[src/rtl/ras_pkg.sv]
package ras_pkg;

    typedef enum logic [1:0] {
        OP_CAPTURE   = 2'd0,
        OP_HOLD      = 2'd1,
        OP_LOAD_ADDR = 2'd2,
        OP_ACCESS    = 2'd3
    } ras_op_e;

    typedef struct packed {
        logic scan_out;
        logic ack;
    } rd_state_t;

    // Priority: functional capture, then address shift, then cell access.
    function automatic ras_op_e ras_pick_op(logic tc, logic sel, logic shift);
        if (!tc)
            return OP_CAPTURE;
        else if (shift)
            return OP_LOAD_ADDR;
        else if (sel)
            return OP_ACCESS;
        return OP_HOLD;
    endfunction

endpackage

[src/rtl/ras_addr_reg.sv]
module ras_addr_reg
    import ras_pkg::*;
#(
    parameter int ADDR_W = 4
) (
    input  logic              clk,
    input  logic              rst_n,
    input  ras_op_e           op,
    input  logic              scan_in,
    output logic [ADDR_W-1:0] addr_q
);

    logic [ADDR_W-1:0] addr_d;

    always_comb begin
        addr_d = addr_q;
        if (op == OP_LOAD_ADDR)
            addr_d = ADDR_W'({addr_q, scan_in});
    end

    always_ff @(posedge clk or negedge rst_n) begin
        if (!rst_n)
            addr_q <= '0;
        else
            addr_q <= addr_d;
    end

endmodule

[src/rtl/ras_addr_decode.sv]
module ras_addr_decode #(
    parameter int N_CELLS = 12,
    parameter int ADDR_W  = 4
) (
    input  logic [ADDR_W-1:0]  addr,
    output logic [N_CELLS-1:0] hit,
    output logic               in_range
);

    assign in_range = (int'(addr) < N_CELLS);

    for (genvar i = 0; i < N_CELLS; i++) begin : g_dec
        assign hit[i] = (addr == ADDR_W'(i));
    end

endmodule

[src/rtl/ras_cell.sv]
module ras_cell
    import ras_pkg::*;
(
    input  logic    clk,
    input  logic    rst_n,
    input  ras_op_e op,
    input  logic    hit,
    input  logic    func_d,
    input  logic    scan_in,
    output logic    q_q
);

    logic q_d;

    always_comb begin
        q_d = q_q;
        unique case (op)
            OP_CAPTURE: q_d = func_d;
            OP_ACCESS:  if (hit) q_d = scan_in;
            default:    q_d = q_q;
        endcase
    end

    always_ff @(posedge clk or negedge rst_n) begin
        if (!rst_n)
            q_q <= 1'b0;
        else
            q_q <= q_d;
    end

endmodule

[src/rtl/ras_readout.sv]
module ras_readout
    import ras_pkg::*;
#(
    parameter int N_CELLS = 12
) (
    input  logic               clk,
    input  logic               rst_n,
    input  ras_op_e            op,
    input  logic [N_CELLS-1:0] hit,
    input  logic               in_range,
    input  logic [N_CELLS-1:0] cell_q,
    output logic               scan_out,
    output logic               ack
);

    rd_state_t rd_d, rd_q;
    logic      picked;
    logic      access_ok;

    assign picked    = |(hit & cell_q);
    assign access_ok = (op == OP_ACCESS) && in_range;

    always_comb begin
        rd_d          = '0;
        rd_d.ack      = access_ok;
        rd_d.scan_out = access_ok & picked;
    end

    always_ff @(posedge clk or negedge rst_n) begin
        if (!rst_n)
            rd_q <= '0;
        else
            rd_q <= rd_d;
    end

    assign scan_out = rd_q.scan_out;
    assign ack      = rd_q.ack;

endmodule

[src/rtl/ras_state_array.sv]
module ras_state_array
    import ras_pkg::*;
#(
    parameter  int N_CELLS = 12,
    localparam int ADDR_W  = (N_CELLS > 1) ? $clog2(N_CELLS) : 1
) (
    input  logic               clk,
    input  logic               rst_n,
    input  logic [N_CELLS-1:0] func_d,
    output logic [N_CELLS-1:0] func_q,
    input  logic               test_ctl,
    input  logic               cell_sel,
    input  logic               addr_shift,
    input  logic               scan_in,
    output logic               scan_out,
    output logic               ack
);

    ras_op_e            op;
    logic [ADDR_W-1:0]  addr_q;
    logic [N_CELLS-1:0] hit;
    logic               in_range;

    assign op = ras_pick_op(test_ctl, cell_sel, addr_shift);

    ras_addr_reg #(.ADDR_W(ADDR_W)) addr_i (
        .clk     (clk),
        .rst_n   (rst_n),
        .op      (op),
        .scan_in (scan_in),
        .addr_q  (addr_q)
    );

    ras_addr_decode #(.N_CELLS(N_CELLS), .ADDR_W(ADDR_W)) dec_i (
        .addr     (addr_q),
        .hit      (hit),
        .in_range (in_range)
    );

    for (genvar i = 0; i < N_CELLS; i++) begin : g_cell
        ras_cell cell_i (
            .clk     (clk),
            .rst_n   (rst_n),
            .op      (op),
            .hit     (hit[i]),
            .func_d  (func_d[i]),
            .scan_in (scan_in),
            .q_q     (func_q[i])
        );
    end

    ras_readout #(.N_CELLS(N_CELLS)) rd_i (
        .clk      (clk),
        .rst_n    (rst_n),
        .op       (op),
        .hit      (hit),
        .in_range (in_range),
        .cell_q   (func_q),
        .scan_out (scan_out),
        .ack      (ack)
    );

endmodule

[config.mk]
export PLATFORM = sky130hd
export DESIGN_NAME = ras_state_array
export DESIGN_NICKNAME = d
export VERILOG_FILES = /design/src/rtl/ras_pkg.sv /design/src/rtl/ras_addr_reg.sv /design/src/rtl/ras_addr_decode.sv /design/src/rtl/ras_cell.sv /design/src/rtl/ras_readout.sv /design/src/rtl/ras_state_array.sv
export SDC_FILE = /design/constraint.sdc
export NUM_CORES = 1
export LEC_CHECK = 0
export BUFFER_PORTS_ARGS = -buffer_cell sky130_fd_sc_hd__buf_2
export CORE_MARGIN = 8
export CORE_UTILIZATION = 45
export DETAILED_ROUTE_END_ITERATION = 10
export PLACE_DENSITY_LB_ADDON = 0.1
export SLEW_MARGIN = 20
export SYNTH_ARGS = -nofsm -noshare
export SYNTH_HDL_FRONTEND = slang
export SYNTH_SLANG_ARGS = --single-unit
[constraint.sdc]
create_clock -name clk -period 1.6 [get_ports clk]
set_input_delay 0.08 -clock clk [delete_from_list [all_inputs] [get_ports clk]]
set_output_delay 0.08 -clock clk [all_outputs]
set_load 0.01 [all_outputs]
======== After elaboration in Yosys (flattened, before gate mapping) ========
Cells that the tools add are included.
word-level totals
  register bits after elaboration ......... 18
  input port bits ......................... 18
operators by class
  muxes and demuxes ....................... 31
  order comparisons ....................... 1
  reductions and logical operators ........ 17
  bitwise operators ....................... 2
  equality and inequality tests ........... 25
operator list
  operator                                                number
  inequality test 2 x 1 -> 1 bit (second input constant)  12
  one-hot mux 1 bit (2 select lines)                      12
  AND reduction 2 bit                                     12
  equality test 4 x 3 -> 1 bit (second input constant)    4
  equality test 4 bit (second input constant)             4
  2-to-1 mux 1 bit                                        15
  AND 12 bit                                              1
  OR reduction 12 bit                                     1
  equality test 4 x 2 -> 1 bit (second input constant)    2
  2-to-1 mux 2 bit                                        4
  equality test 2 bit (second input constant)             2
  equality test 4 x 1 -> 1 bit (second input constant)    1
  zero test 4 bit                                         1
  < comparator 4 bit (second input constant)              1
  zero test 2 bit                                         1
  nonzero test 2 bit                                      1
  AND 1 bit                                               1
  logical AND 1 bit                                       1

======== Logic depth before layout (Yosys ltp) ========
  depth after elaboration ................. 7
  gate-level depth with buffers ........... 5
  gate-level depth less buffers ........... 4

======== By module ========
From an unflattened synthesis, not the netlist that was laid out.
second synthesis, totals
  cells, all modules ...................... 99
  area total of the unflattened synthesis .. 1280.0 µm²
modules (own cells, without submodules)
  module           area an instance (µm²)  cells each  times used  sequential area each (µm²)
  ras_cell         58.8                    5           12          25.0
  ras_addr_decode  247.7                   17          1           0.0
  ras_addr_reg     173.9                   9           1           100.1
  ras_readout      138.9                   11          1           50.0
  ras_state_array  13.8                    2           1           0.0

======== Least setup slack after synthesis ========
OpenSTA, ideal clock, no wires.
  kind .................................... register -> register
  from .................................... reg addr_i.addr_q[2]
  to ...................................... reg g_cell[3].cell_i.q_q
  setup time .............................. 0.079 ns
  cell stages (with the launch flop) ...... 5
  slack ................................... 0.221 ns
  buffers on the path ..................... 1
  data required time ...................... 1.521 ns
  arrival ................................. 1.300 ns
  cell sequence ........................... dfrtp_1 > clkbuf_1 > or3_1 > o21ai_1 > mux2i_1
between the ends
  longest elaborated chain between the ends .. 3
ends and longest elaborated chain
  element                                          RTL line               source
  start, declared                                  ras_addr_reg.sv:10     output logic [ADDR_W-1:0] addr_q
  start signal, assigned                           ras_addr_reg.sv:25     addr_q <= addr_d;
  equality test 4 x 2 -> 1 bit                     ras_addr_decode.sv:13  assign hit[i] = (addr == ADDR_W'(i));
  inequality test 2 x 1 -> 1 bit (no source line)  --
  AND reduction 2 bit (no source line)             --
  end signal, assigned                             ras_cell.sv:28         q_q <= q_d;
  end, declared                                    ras_cell.sv:10         output logic q_q
Every way passes these cells.
A chain may end at the register's enable or synchronous reset.

======== Worst setup path in the final report ========
  from .................................... reg addr_i.addr_q[3]
  to ...................................... reg g_cell[10].cell_i.q_q
between the ends
  longest elaborated chain between the ends .. 3
ends and longest elaborated chain
  element                                          RTL line
  equality test 4 bit                              ras_addr_decode.sv:13
  inequality test 2 x 1 -> 1 bit (no source line)  --
  AND reduction 2 bit (no source line)             --
  end signal, assigned                             ras_cell.sv:28
  end, declared                                    ras_cell.sv:10
Every way passes these cells.

==> impl_summary.log <==
[metrics] Fillers: between 200 and 250
[metrics] Synthesis Warnings: 0
[metrics] fraction of the mapped netlist area in compound gates: 0.1554
[metrics] post-detailed-placement cell area: 0.001207 mm²
[metrics] upper clock frequency limit: approximately 660 MHz
[metrics] HPWL after detailed placement: 1986 µm
[metrics] Relative slew margins: 0.7237
[metrics] Antenna Cells: 0
[metrics] CTS root buf: clkbuf_4
[metrics] Final Worst Setup Slack: between 0.08 and 0.09 ns
[metrics] launch point of the worst hold path: scan_in
[metrics] vertical die dimension: 65.69 µm
[metrics] top fanout value on the critical path: 12
[metrics] routed length per placed instance: roughly 15 µm
[metrics] buffers inserted by post-CTS timing repair: 0
[metrics] Switch Pwr: around 0.00042 W
[metrics] Final Hold Vio Count: 0
[metrics] clock tree sinks: 18
[metrics] startpoint of the most critical register-to-register path: addr_i.addr_q[3]$_DFFE_PN0N_
[metrics] flip-flop and latch count after synthesis: 18
[metrics] kind of capture point of the worst setup path: flip-flop
[metrics] mean post-synth cell area: 9.259 µm²
[metrics] Tightest Pin Transition: approximately 0.41 ns
[metrics] Synthesized Nets: roughly 140
[metrics] summed area of non-filler cells in the final layout: between 0.001 and 0.0015 mm²
[metrics] Data required, critical path: around 1.8 ns
[metrics] detailed-route DRC error count: 0
[metrics] number of primary I/O pins: 32
[metrics] arrival time of the worst setup path: about 1.7 ns
[metrics] via density per instance: around 5.2
[metrics] end of the worst register-to-register path: g_cell[10].cell_i.q_q$_DFFE_PN0P_
[metrics] via count of the first global-routing pass: around 900
[metrics] cells on worst reg2reg path: 3
[metrics] width of the die: between 60 and 70 µm
[metrics] initial detailed-routing violation count: a little over 50
[metrics] Resize count post-CTS: 0
[metrics] cells taking the most area after synthesis: dfrtp_1 41%, mux2i_1 14%, buf_4 8.1%
[metrics] via count: slightly below 900
[metrics] number of nets in the finished design: 159
[metrics] proportion of register bits with asynchronous set or reset after synthesis: 1.000
[metrics] floorplan core area: around 0.0024 mm²
[metrics] simple-gate portion of the synthesized area: 0.1227
[metrics] antenna violations before repair: 0
[metrics] max cap viols: 0
[metrics] TritonCTS clock tree: built
[metrics] CTS max path bufs: 2
[metrics] RSZ-0062 raised after global routing: no
[metrics] number of nets with antenna violations after routing: 0
[metrics] maximum number of pins on one net before global-route repair: 19
[metrics] area of the die: between 0.004 and 0.005 mm²
[metrics] area share of the largest cell type after synthesis: 0.4054
[metrics] Pins Over Slew Limit: 0
[metrics] design internal power: ~0.00083 W
[metrics] layout cells sized above 1: 0.3214
[metrics] xor/xnor cell area share of the yosys netlist: 0
[metrics] Worst Skew: 0.006055 ns
[metrics] Setup WS pre-CTS: 0.1262 ns
[metrics] Initial Util: 0.4611
[metrics] total standard cell area after synthesis: 0.001111 mm²
[metrics] power share of the sequential group: 0.503
[metrics] library cell with the largest summed area after synthesis: dfrtp_1
[metrics] total grt overflow: 0
[metrics] power density of the placed cells: approximately 1000 mW/mm²
[metrics] Pleak: about 0.65 nW
[metrics] count of buffers inserted at the top-level ports: 31
[metrics] DRT Wirelength: 2618 µm
[metrics] Setup crit start kind: flip-flop
[metrics] global-route usage over all layers: 0.1233
[metrics] cts hold-fix bufs: 1
[metrics] Logic pwr share: 0.270
[metrics] routability congestion estimate: just under 0.9
[metrics] post-synthesis mux area share: 0.1655
[metrics] Clk pwr share: 0.226
[metrics] slack of the worst reg-to-reg path: about 0.088 ns
[metrics] signed area change from the synthesized netlist to the final layout: 12.84%
[metrics] TNS Setup: 0 ns
[metrics] clock transition time at the flip-flop clock pins of the worst setup and hold paths: around 0.11 ns
[metrics] synthesized netlist cell count: 120
[metrics] Row Count: 18
[metrics] Worst Hold Path Cells: 3
[metrics] fraction of the cycle the final worst path needs: 0.9448
[metrics] class of the worst hold path: primary input to flip-flop
[metrics] flip-flop cell with the highest count after synthesis: dfrtp_1
[metrics] switching part of the total power: 0.3328
[metrics] sequential area share after synthesis: 0.4054
[metrics] share of synthesized cell area in full adder, half adder and majority cells: 0
[metrics] time the final worst path needs with I/O delays and setup: about 1.5 ns
[metrics] Max rail drop VDD: 0.5400 mV
[metrics] share of the core filled with cells: 0.5202
[metrics] total clock buffers created by CTS: 3
[metrics] Worst Setup Path Type: flip-flop to flip-flop
[metrics] Post-synth EDFFs: 0
[metrics] hold-critical path endpoint: addr_i.addr_q[0]$_DFFE_PN0N_
[metrics] status: finished, final reports clean
[metrics] combinational family with the most area after synthesis: multiplexers
[metrics] global-route wire length before repair: about 4200 µm
[metrics] final setup fails: 0
[metrics] CTS H-Tree Depth: 1
[metrics] insertion delay to the later sink of the worst-skew pair: about 0.30 ns
[metrics] number of detailed-routing iterations run before antenna repair: 4
[metrics] count of distinct cell types in the synthesized netlist: 25
## how the worst max path moves through the flow
stage | startpoint | endpoint | slack [ns] | cells after the start
3_5_place_dp | addr_i.addr_q[3]$_DFFE_PN0N_ | g_cell[8].cell_i.q_q$_DFFE_PN0P_ | 0.13 | 3
2_1_floorplan | addr_i.addr_q[2]$_DFFE_PN0N_ | g_cell[3].cell_i.q_q$_DFFE_PN0P_ | 0.22 | 4
6_report | addr_i.addr_q[3]$_DFFE_PN0N_ | g_cell[10].cell_i.q_q$_DFFE_PN0P_ | 0.09 | 3
4_1_cts | addr_i.addr_q[3]$_DFFE_PN0N_ | g_cell[8].cell_i.q_q$_DFFE_PN0P_ | 0.09 | 3
5_1_grt | addr_i.addr_q[3]$_DFFE_PN0N_ | g_cell[8].cell_i.q_q$_DFFE_PN0P_ | 0.006 | 3
3_3_place_gp | addr_i.addr_q[3]$_DFFE_PN0N_ | g_cell[8].cell_i.q_q$_DFFE_PN0P_ | 0.13 | 3
## state kept, by name (all words and copies together), names as in the netlist
register           flops
g_cell.cell_i.q_q     12
addr_i.addr_q          4
rd_i.ack               1
rd_i.scan_out          1
## metrics by stage
stage	cells	power, W	hold slack, ns
finish	170	0.001249	0.05077
global route	170	0.001330	0.05956
floorplan	120	0.0009030	-0.2156
global placement	165	0.0009645	0.03475
CTS	170	0.001261	0.05351
detailed placement	165	0.0009729	0.04147
## metal layers
metal | global-route usage | up-vias | part of all wire
met5 | 0 | - | 0
met4 | 0.06267 | 0 | 0.012
met3 | 0.03231 | 4 | 0.062
met2 | 0.1961 | 21 | 0.47
met1 | 0.1493 | 418 | 0.45
li1 | - | 439 | -
## cell type report
| class | instances | area (µm²) | share of cell area |
|---|---|---|---|
| tap | 30 | 37.54 | 0.02994 |
| inverter | 13 | 48.80 | 0.03892 |
| timing repair buffer | 35 | 187.7 | 0.1497 |
| sequential | 18 | 450.4 | 0.3593 |
| clock buffer | 4 | 36.28 | 0.02894 |
| multi-input combinational | 70 | 493.0 | 0.3932 |
## power groups by stage
stage	clock [W]	combinational [W]	sequential (W)
2_1_floorplan	0	0.000336	0.000567
3_3_place_gp	0	0.000331	0.000633
3_5_place_dp	0	0.000338	0.000635
4_1_cts	0.000292	0.000342	0.000627
5_1_grt	0.000314	0.000374	0.000642
6_report	0.000283	0.000338	0.000628
## cells in the final DEF (no fill, tap or decap), drive strengths merged
master       instances
buf                 34
dfrtp               18
mux2i               15
a21oi               14
o21ai               14
inv                 13
nand2                4
clkbuf               4
nand2b               3
nor2                 3
mux2                 3
or3b                 3
nand4b               2
nand3b               1
nor3                 1
nand3                1
o311ai               1
o32ai                1
o21bai               1
a21boi               1
or2                  1
or3                  1
dlygate4sd3          1
## synthesized netlist by cell type, types with 3 or more instances
cell      count
dfrtp_1      18
mux2i_1      15
a21oi_1      14
inv_1        13
buf_4        12
o21ai_1      12
clkbuf_1      5
nand2_1       4
mux2_2        3
nand2b_1      3
nor2_1        3
## logic make-up (layout without fill, tap and decap cells)
| kind of cell | count (synthesis) | after routing |
|---|---|---|
| flip-flops | 18 | 18 |
| multiplexers | 18 | 18 |
| buffers and inverters | 32 | 52 |
| AND/OR/NAND/NOR | 20 | 20 |
| AO/OA/AOI/OAI | 32 | 32 |
## worst max-delay path: stages, from the launching register on
cell     delay [ns]
dfrtp_1        0.57
or3b_4         0.46
o21ai_1        0.17
mux2i_1        0.22
(Power assumes the default switching activity.)
